--- config.mk ---
export PLATFORM = sky130hd
export DESIGN_NAME = actmon_bank
export DESIGN_NICKNAME = d
export VERILOG_FILES = /design/src/rtl/actmon_pkg.sv /design/src/rtl/actmon_decode.sv /design/src/rtl/actmon_enables.sv /design/src/rtl/actmon_counter.sv /design/src/rtl/actmon_bank.sv
export SDC_FILE = /design/constraint.sdc
export NUM_CORES = 2
export LEC_CHECK = 0
export BUFFER_PORTS_ARGS = -buffer_cell sky130_fd_sc_hd__buf_2
export CORE_MARGIN = 2
export CORE_UTILIZATION = 50
export CTS_CLUSTER_SIZE = 8
export DETAILED_ROUTE_END_ITERATION = 6
export GPL_ROUTABILITY_DRIVEN = 0
export PLACE_DENSITY_LB_ADDON = 0.12
export RECOVER_POWER = 100
export SLEW_MARGIN = 20
export SYNTH_ARGS = -nofsm -noshare
export SYNTH_HDL_FRONTEND = slang
export SYNTH_SLANG_ARGS = --single-unit
export TNS_END_PERCENT = 5
--- constraint.sdc ---
create_clock -name clk -period 4.6 [get_ports clk]
set_input_delay 0.23 -clock clk [delete_from_list [all_inputs] [get_ports clk]]
set_output_delay 0.23 -clock clk [all_outputs]
set_load 0.02 [all_outputs]
--- src/rtl/actmon_pkg.sv ---
package actmon_pkg;
  localparam int unsigned ADDR_W  = 8;
  localparam int unsigned G0_NUM  = 4;
  localparam int unsigned AUX_MAX = 16;

  typedef enum logic [1:0] {
    EV_CYCLES   = 2'd0,
    EV_REFTICK  = 2'd1,
    EV_RETIRED  = 2'd2,
    EV_LLCSTALL = 2'd3
  } g0_sel_e;

  localparam logic [ADDR_W-1:0] A_G0_SET = 8'h20;
  localparam logic [ADDR_W-1:0] A_G0_CLR = 8'h21;
  localparam logic [ADDR_W-1:0] A_G1_SET = 8'h22;
  localparam logic [ADDR_W-1:0] A_G1_CLR = 8'h23;

  typedef struct packed {
    logic       g0_cnt;
    logic       g1_cnt;
    logic       g0_set;
    logic       g0_clr;
    logic       g1_set;
    logic       g1_clr;
    logic [3:0] idx;
  } decode_t;
endpackage

--- src/rtl/actmon_decode.sv ---
module actmon_decode
  import actmon_pkg::*;
(
  input  logic [ADDR_W-1:0] addr,
  output decode_t           dec
);
  always_comb begin
    dec        = '0;
    dec.g0_cnt = (addr[ADDR_W-1:2] == '0);
    dec.g1_cnt = (addr[ADDR_W-1:4] == 4'h1);
    dec.g0_set = (addr == A_G0_SET);
    dec.g0_clr = (addr == A_G0_CLR);
    dec.g1_set = (addr == A_G1_SET);
    dec.g1_clr = (addr == A_G1_CLR);
    dec.idx    = addr[3:0];
  end
endmodule

--- src/rtl/actmon_enables.sv ---
module actmon_enables
  import actmon_pkg::*;
#(
  parameter int unsigned NUM_AUX = 16
) (
  input  logic               clk,
  input  logic               rst_n,
  input  logic               acc_wr,
  input  decode_t            dec,
  input  logic [AUX_MAX-1:0] wbits,
  output logic [G0_NUM-1:0]  en0,
  output logic [AUX_MAX-1:0] en1
);
  localparam logic [AUX_MAX-1:0] AUX_IMPL = AUX_MAX'((33'd1 << NUM_AUX) - 33'd1);

  logic [G0_NUM-1:0]  en0_n;
  logic [AUX_MAX-1:0] en1_n;
  logic               upd;

  always_comb begin
    en0_n = en0;
    en1_n = en1;
    if (acc_wr && dec.g0_set) en0_n = en0 | wbits[G0_NUM-1:0];
    if (acc_wr && dec.g0_clr) en0_n = en0 & ~wbits[G0_NUM-1:0];
    if (acc_wr && dec.g1_set) en1_n = (en1 | wbits) & AUX_IMPL;
    if (acc_wr && dec.g1_clr) en1_n = en1 & ~wbits;
    upd = acc_wr && (dec.g0_set || dec.g0_clr || dec.g1_set || dec.g1_clr);
  end

  always_ff @(posedge clk or negedge rst_n) begin
    if (!rst_n) begin
      en0 <= '0;
      en1 <= '0;
    end else if (upd) begin
      en0 <= en0_n;
      en1 <= en1_n;
    end
  end
endmodule

--- src/rtl/actmon_counter.sv ---
module actmon_counter #(
  parameter int unsigned W = 64
) (
  input  logic         clk,
  input  logic         rst_n,
  input  logic         ld,
  input  logic [W-1:0] ld_val,
  input  logic         inc,
  output logic [W-1:0] q
);
  logic [W-1:0] q_n;
  logic         ce;

  always_comb begin
    ce  = ld | inc;
    q_n = ld ? ld_val : q + W'(1);
  end

  always_ff @(posedge clk or negedge rst_n) begin
    if (!rst_n)  q <= '0;
    else if (ce) q <= q_n;
  end
endmodule

--- src/rtl/actmon_bank.sv ---
module actmon_bank
  import actmon_pkg::*;
#(
  parameter int unsigned CNT_W   = 64,
  parameter int unsigned NUM_AUX = 16
) (
  input  logic              clk,
  input  logic              rst_n,
  input  logic              core_wait,
  input  logic              ref_tick,
  input  logic              inst_retired,
  input  logic              llc_stall,
  input  logic [15:0]       aux_evt,
  input  logic              trap_lowpriv,
  input  logic              req_valid,
  input  logic              req_write,
  input  logic              req_lowpriv,
  input  logic [7:0]        req_addr,
  input  logic [CNT_W-1:0]  req_wdata,
  output logic              rsp_valid,
  output logic              rsp_fault,
  output logic [CNT_W-1:0]  rsp_rdata
);
  decode_t                      dec;
  logic                         acc_ok, acc_wr;
  logic [G0_NUM-1:0]            en0;
  logic [AUX_MAX-1:0]           en1;
  logic [G0_NUM-1:0]            g0_evt;
  logic [G0_NUM-1:0]            g0_ld;
  logic [G0_NUM-1:0][CNT_W-1:0] g0_q;
  logic [AUX_MAX-1:0][CNT_W-1:0] g1_q;
  logic [CNT_W-1:0]             rd_val;
  logic                         rsp_valid_n, rsp_fault_n;
  logic [CNT_W-1:0]             rsp_rdata_n;

  actmon_decode u_dec (.addr(req_addr), .dec(dec));

  always_comb begin
    acc_ok = req_valid & ~(req_lowpriv & trap_lowpriv);
    acc_wr = acc_ok & req_write;
    g0_evt[EV_CYCLES]   = 1'b1;
    g0_evt[EV_REFTICK]  = ref_tick;
    g0_evt[EV_RETIRED]  = inst_retired;
    g0_evt[EV_LLCSTALL] = llc_stall;
  end

  actmon_enables #(.NUM_AUX(NUM_AUX)) u_en (
    .clk(clk), .rst_n(rst_n), .acc_wr(acc_wr), .dec(dec),
    .wbits(req_wdata[AUX_MAX-1:0]), .en0(en0), .en1(en1)
  );

  for (genvar i = 0; i < G0_NUM; i++) begin : g_fixed
    assign g0_ld[i] = acc_wr & dec.g0_cnt & (dec.idx[1:0] == 2'(i));
    actmon_counter #(.W(CNT_W)) u_cnt (
      .clk(clk), .rst_n(rst_n), .ld(g0_ld[i]), .ld_val(req_wdata),
      .inc(en0[i] & ~core_wait & g0_evt[i]), .q(g0_q[i])
    );
  end

  for (genvar i = 0; i < AUX_MAX; i++) begin : g_aux
    if (i < NUM_AUX) begin : g_on
      actmon_counter #(.W(CNT_W)) u_cnt (
        .clk(clk), .rst_n(rst_n),
        .ld(acc_wr & dec.g1_cnt & (dec.idx == 4'(i))), .ld_val(req_wdata),
        .inc(en1[i] & ~core_wait & aux_evt[i]), .q(g1_q[i])
      );
    end else begin : g_off
      assign g1_q[i] = '0;
    end
  end

  always_comb begin
    rd_val = '0;
    if (dec.g0_cnt)                rd_val = en0[dec.idx[1:0]] ? g0_q[dec.idx[1:0]] : '0;
    else if (dec.g1_cnt)           rd_val = en1[dec.idx] ? g1_q[dec.idx] : '0;
    else if (dec.g0_set || dec.g0_clr) rd_val = CNT_W'(en0);
    else if (dec.g1_set || dec.g1_clr) rd_val = CNT_W'(en1);
    rsp_valid_n = req_valid;
    rsp_fault_n = req_valid & ~acc_ok;
    rsp_rdata_n = (acc_ok & ~req_write) ? rd_val : '0;
  end

  always_ff @(posedge clk or negedge rst_n) begin
    if (!rst_n) begin
      rsp_valid <= 1'b0;
      rsp_fault <= 1'b0;
      rsp_rdata <= '0;
    end else begin
      rsp_valid <= rsp_valid_n;
      rsp_fault <= rsp_fault_n;
      rsp_rdata <= rsp_rdata_n;
    end
  end
endmodule

* Word level (Yosys, flattened, before mapping) *
Index checks and enable logic that the tools add are counted.

operators by class
  magnitude comparators = 2
  bitwise operators = 96
  equal/unequal tests = 23
  add/sub/neg operators = 20
  mux-type cells = 39
  reduce and logical (&&, ||, !) cells = 16

operator list
  cell                                                                   count
  64-bit 2-to-1 mux                                                      27
  64-bit by 1-bit adder with 64-bit output, second input constant        20
  64-bit binary-select mux with 4-bit select                             1
  64-bit binary-select mux with 2-bit select                             1
  1-bit bitwise AND                                                      66
  16-bit 2-to-1 mux                                                      4
  4-bit equality test, second input constant                             8
  8-bit by 6-bit equality test with 1-bit output, second input constant  4
  1-bit bitwise OR                                                       20
  16-bit bitwise AND                                                     1
  4-bit by 3-bit equality test with 1-bit output, second input constant  4
  16-bit inverter                                                        1
  16-bit bitwise OR                                                      1
  4-bit by 1-bit equality test with 1-bit output, second input constant  2
  4-bit by 2-bit equality test with 1-bit output, second input constant  2
  4-bit 2-to-1 mux                                                       2
  6-bit logical NOT                                                      1
  1-bit logical AND                                                      5
  4-bit by 5-bit < comparator with 1-bit output, second input constant   1
  4-bit bitwise AND                                                      1
  1-bit binary-select mux with 4-bit select                              1
  2-bit equality test, second input constant                             2
  4-bit logical NOT                                                      1
  1-bit logical OR                                                       4
  other kinds (10)                                                       16

storage, ports and cells
  word-level logic and storage cells = 221
  input bits = 98
  output and inout bits = 66
  register bits = 1366

* Depth between registers and ports, before layout *
  depth in word-level cells = 7
  gate-level depth with buffers = 10
  mapped depth without buffers = 7

* Cells and area by module *
From an unflattened synthesis, not the netlist that was laid out.

unflattened totals
  cells, all modules = 9427
  area total of the unflattened synthesis = 88705.1 sq um

by module, submodules not included
  module          cells an instance  area an instance (sq um)  times used
  actmon_counter  422                3749.8                    20
  actmon_bank     903                12796.0                   1
  actmon_enables  68                 804.5                     1
  actmon_decode   16                 107.6                     1

* Worst setup path before layout *
No wires, ideal clock.

  path kind = input port to flip-flop
  start point = in req_addr[0]
  end point = reg rsp_rdata[18]
  library setup time = 0.138 ns
  cell stages on the path = 7
  slack = 2.196 ns
  arrival time = 2.266 ns
  cells stage by stage = buf_2 -> buf_2 -> buf_1 -> mux4_1 -> mux4_2 -> inv_1 -> o22ai_1

between the ends
  word-level cells in the longest chain between the ends = 6
  elaborated cells between the ends (all ways) = 13
  classes of those cells = mux (13)

RTL lines
  item                                                                                                     line               text
  start: declaration                                                                                       actmon_bank.sv:18  input logic [7:0] req_addr,
  64-bit binary-select mux with 4-bit select or 1-bit binary-select mux with 4-bit select (tied branches)  actmon_bank.sv:75  else if (dec.g1_cnt) rd_val = en1[dec.idx] ? g1_q[dec.idx] : '0;
  64-bit 2-to-1 mux (implied by the code) or 1-bit 2-to-1 mux (tied branches)                              actmon_bank.sv:75
  64-bit 2-to-1 mux (2 in a row)                                                                           actmon_bank.sv:75
  64-bit 2-to-1 mux (*)                                                                                    actmon_bank.sv:74  if (dec.g0_cnt) rd_val = en0[dec.idx[1:0]] ? g0_q[dec.idx[1:0]] : '0;
  64-bit 2-to-1 mux (*)                                                                                    actmon_bank.sv:80  rsp_rdata_n = (acc_ok & ~req_write) ? rd_val : '0;
  named net rsp_rdata_n[18]                                                                                actmon_bank.sv:34  logic [CNT_W-1:0] rsp_rdata_n;
  end signal: assignment                                                                                   actmon_bank.sv:91  rsp_rdata <= rsp_rdata_n;
  end: declaration                                                                                         actmon_bank.sv:22  output logic [CNT_W-1:0] rsp_rdata

The timed path passes the listed nets; every way through them passes the cells marked *. The select of a mux whose other input is x is not followed.
A chain may end at the register's enable or synchronous reset.

* Worst setup path after layout *
  start point = in req_addr[4]
  end point = reg g_fixed[3].u_cnt.q[0]

between the ends
  word-level cells in the longest chain between the ends = 4
  elaborated cells between the ends (all ways) = 5
  classes of those cells = mux (1); bitwise (3); reduce/logical (1)

RTL lines
  item                                                   line                                        text
  6-bit logical NOT (*)                                  actmon_decode.sv:9                          dec.g0_cnt = (addr[ADDR_W-1:2] == '0);
  1-bit bitwise AND (*) (2 in a row)                     actmon_bank.sv:53                           assign g0_ld[i] = acc_wr & dec.g0_cnt & (dec.idx[1:0] == 2'(i));
  64-bit 2-to-1 mux or 1-bit bitwise OR (tied branches)  actmon_counter.sv:16, actmon_counter.sv:15
  end signal: assignment                                 actmon_counter.sv:21                        else if (ce) q <= q_n;
  end: declaration                                       actmon_counter.sv:9                         output logic [W-1:0] q

Mark *: on every way between the ends. The rest lies on a longest branch, timed or not.

==> impl_metrics.json <==
{
  "status": "finished with violations",
  "violations": "design-rule violations, max-capacitance violations, max-slew violations",
  "endpoint": "g_fixed[3].u_cnt.q[0]",
  "numClockSinks": 1366,
  "path_class": "in -> reg",
  "synth.most_common_cell": "dfrtp_1",
  "syn2layout_area_growth_pct": 9.50,
  "clk_pin_slew_ps": 50,
  "postCtsHoldBufs": 85,
  "grt_pass1_vias": 68833,
  "h-tree-depth": 4,
  "switching_share_pct": 28.5,
  "coreArea_um2": 169000,
  "placedCellCount": 11305,
  "required_ps": 5320,
  "drive_gt1_share_pct": 9.62,
  "portBuffers": 163,
  "ir_drop_v": 0.000448,
  "r2r-end": "g_fixed[0].u_cnt.q[40]",
  "post-route-period-util_pct": 90.0,
  "setup_violations": 0,
  "synth-seq-cells": 1366,
  "yosysTopAreaCell": "dfrtp_1",
  "worstPathArrival_ps": 4860,
  "pwr-share-seq_pct": 46.5,
  "utilization_pct": 55.0,
  "synthDistinctLibCells": 71,
  "syn-num-nets": 9526,
  "synthTopCellsByArea": "dfrtp_1 40%, mux4_2 9.3%, xnor2_1 7.5%",
  "async_flop_share_pct": 100,
  "netlist_area_um2": 85000,
  "r2r_slack_ps": 490,
  "post_drt_wl_per_cell_um": 26.4,
  "synth_common_cells": "1366 x dfrtp_1, 1113 x nand2_1, 1000 x nor2_1",
  "cts_tree": "done",
  "register_area_um2": 34200,
  "placed_area_um2": 87700,
  "synth_warnings": 0,
  "antenna_found_initial": 3,
  "postRouteAntennaNets": 0,
  "drc": 4,
  "pwr-share-comb_pct": 11.2,
  "synth_top_cell_area_share_pct": 40.2,
  "hold_viol": 0,
  "rr_worst_depth": 7,
  "io_pins": 164,
  "period_needed_ps": 4140,
  "synth.avg_cell_area_um2": 9.03,
  "crit_path_start_kind": "input port",
  "drt_iter0_markers": 8781,
  "grt_usage_pct": 35.1,
  "p_int_mw": 21.5,
  "dieHeight_um": 416,
  "r2r-start": "g_fixed[0].u_cnt.q[1]",
  "die_x_um": 416,
  "grt_max_degree": 135,
  "setup_tns_ps": 0,
  "synth_edf_count": 0,
  "yosysSeqAreaShare_pct": 40.2,
  "nNetsFinal": 9481,
  "dp_hpwl_mm": 227,
  "multiInputGateArea_um2": 47400,
  "drt_wl_total_mm": 306,
  "cp-end-kind": "register",
  "power_leakage_nw": 35.8,
  "switchingPower_mw": 8.54,
  "rsz0062_at_grt": "no",
  "cts_root_buf": "clkbuf_16",
  "clkPwrFrac_pct": 42.4,
  "fp-row-count": 151,
  "vias_per_cell": 6.30,
  "slew_viol_final": 1236,
  "post_cts_buffers": 0,
  "cellPowerDensity_nw_per_um2": 322,
  "max_slew.worst_pin.slew_ps": 3880,
  "dr.pass1.iters": 7,
  "start_util_pct": 50.3,
  "syn_inst": 9408,
  "path_max_fanout": 111,
  "relSlewSlack_pct": -159,
  "num_vias": 73156,
  "max_cap_violations": 18,
  "synth-main-ff-cell": "dfrtp_1",
  "cts_buffers": 189,
  "clock_path_buffers": 3,
  "clk_latency_ps": 850,
  "fillers": 15181,
  "cts_resized": 0,
  "grt_pass1_wl_mm": 456,
  "fin_cells": 11605,
  "fmax_ghz": 0.241,
  "final_cell_area_um2": 93000,
  "crit_path_start": "req_addr[4]",
  "grt_overflow": 0,
  "fin_skew_ps": 31.0,
  "hp-class": "in -> reg",
  "dieArea_um2": 173000
}
==> layout make-up <==
| type | count | area share (%) |
|---|---|---|
| antenna | 4 | 0.0108 |
| clock buffer | 198 | 5.16 |
| clock inverter | 13 | 0.187 |
| inverter | 235 | 0.948 |
| multi-input combinational | 7178 | 51.0 |
| sequential | 1366 | 36.7 |
| tap | 2218 | 2.98 |
| timing repair buffer | 393 | 3.01 |
==> flip-flops by register name, summed over array words and instances, names as in the netlist, named ones only <==
register and cells:
g_aux.g_on.u_cnt.q 1024, g_fixed.u_cnt.q 256, rsp_rdata 64, rsp_fault 1, rsp_valid 1
==> power groups by stage <==
stage / logic, mW / registers (mW) / clock network, mW
after CTS: 3.34 / 13.9 / 12.9
after detailed placement: 3.26 / 14.1 / 0
final: 3.34 / 13.9 / 12.7
after global routing: 3.62 / 14.0 / 13.3
after global placement: 3.19 / 14.1 / 0
after floorplan: 2.10 / 13.7 / 0
==> worst max-delay path, cell delays in order <==
cell	delay (ps)
dlygate4sd3_1	530
buf_2	120
or3_1	420
or3_1	640
nor3_1	320
clkbuf_2	1590
o21ai_0	290
dlygate4sd3_1	660
==> worst min-delay path by stage <==
stage                  startpoint                          to  slack, ps  depth (start not counted)
CTS                 req_wdata[56]  g_aux[13].g_on.u_cnt.q[56]        0.2                          3
detailed placement          rst_n   g_aux[0].g_on.u_cnt.q[54]        280                          1
finish              req_wdata[51]  g_aux[10].g_on.u_cnt.q[51]         20                          3
global route        req_wdata[51]      g_fixed[2].u_cnt.q[51]         30                          3
global placement            rst_n   g_aux[0].g_on.u_cnt.q[52]        290                          1
floorplan                   rst_n                   async pin        -70                          0
==> metrics by stage <==
stage / power [mW] / setup WS (ps) / hold slack, ps
after floorplan: 15.8 / 2200 / -65.6
after global placement: 17.3 / 949 / 285
after detailed placement: 17.3 / 899 / 280
after CTS: 30.1 / 887 / 0.158
after global routing: 31.0 / 290 / 33.4
final: 30.0 / 458 / 24.8
==> placed cells by master (no fill, tap or decap), types with 85 or more instances in the layout <==
cell type / n
nand2_1: 1109
xor2_1: 516
nor4_1: 185
dlygate4sd3_1: 85
dfrtp_1: 1366
a21oi_1: 693
clkbuf_1: 94
nor2_1: 997
o21ai_0: 603
mux4_2: 351
inv_1: 235
clkbuf_16: 190
and3_1: 218
buf_4: 85
nand3_1: 489
nor3_1: 281
xnor2_1: 728
nand4_1: 366
and4_1: 96
buf_2: 93
==> per-layer routing <==
metal  global-route usage, %  part of all wire [%]  up-vias
li1                        -                     -    33026
met3                    7.53                   9.2      673
met1                    48.7                    41    36049
met5                       0                0.0075        -
met4                    18.6                   6.1        4
met2                    51.6                    44     3404
==> cell families after synthesis <==
group,after synthesis,synth area share [%]
mux,416,10.1
fa+ha+maj,20,0.294
xor+xnor,1244,12.8
simple gates,4022,23.4
compound gates,1476,9.17
flops,1366,40.2
buf+inv,864,4.01
No activity file was read; power rests on OpenSTA's default activity.
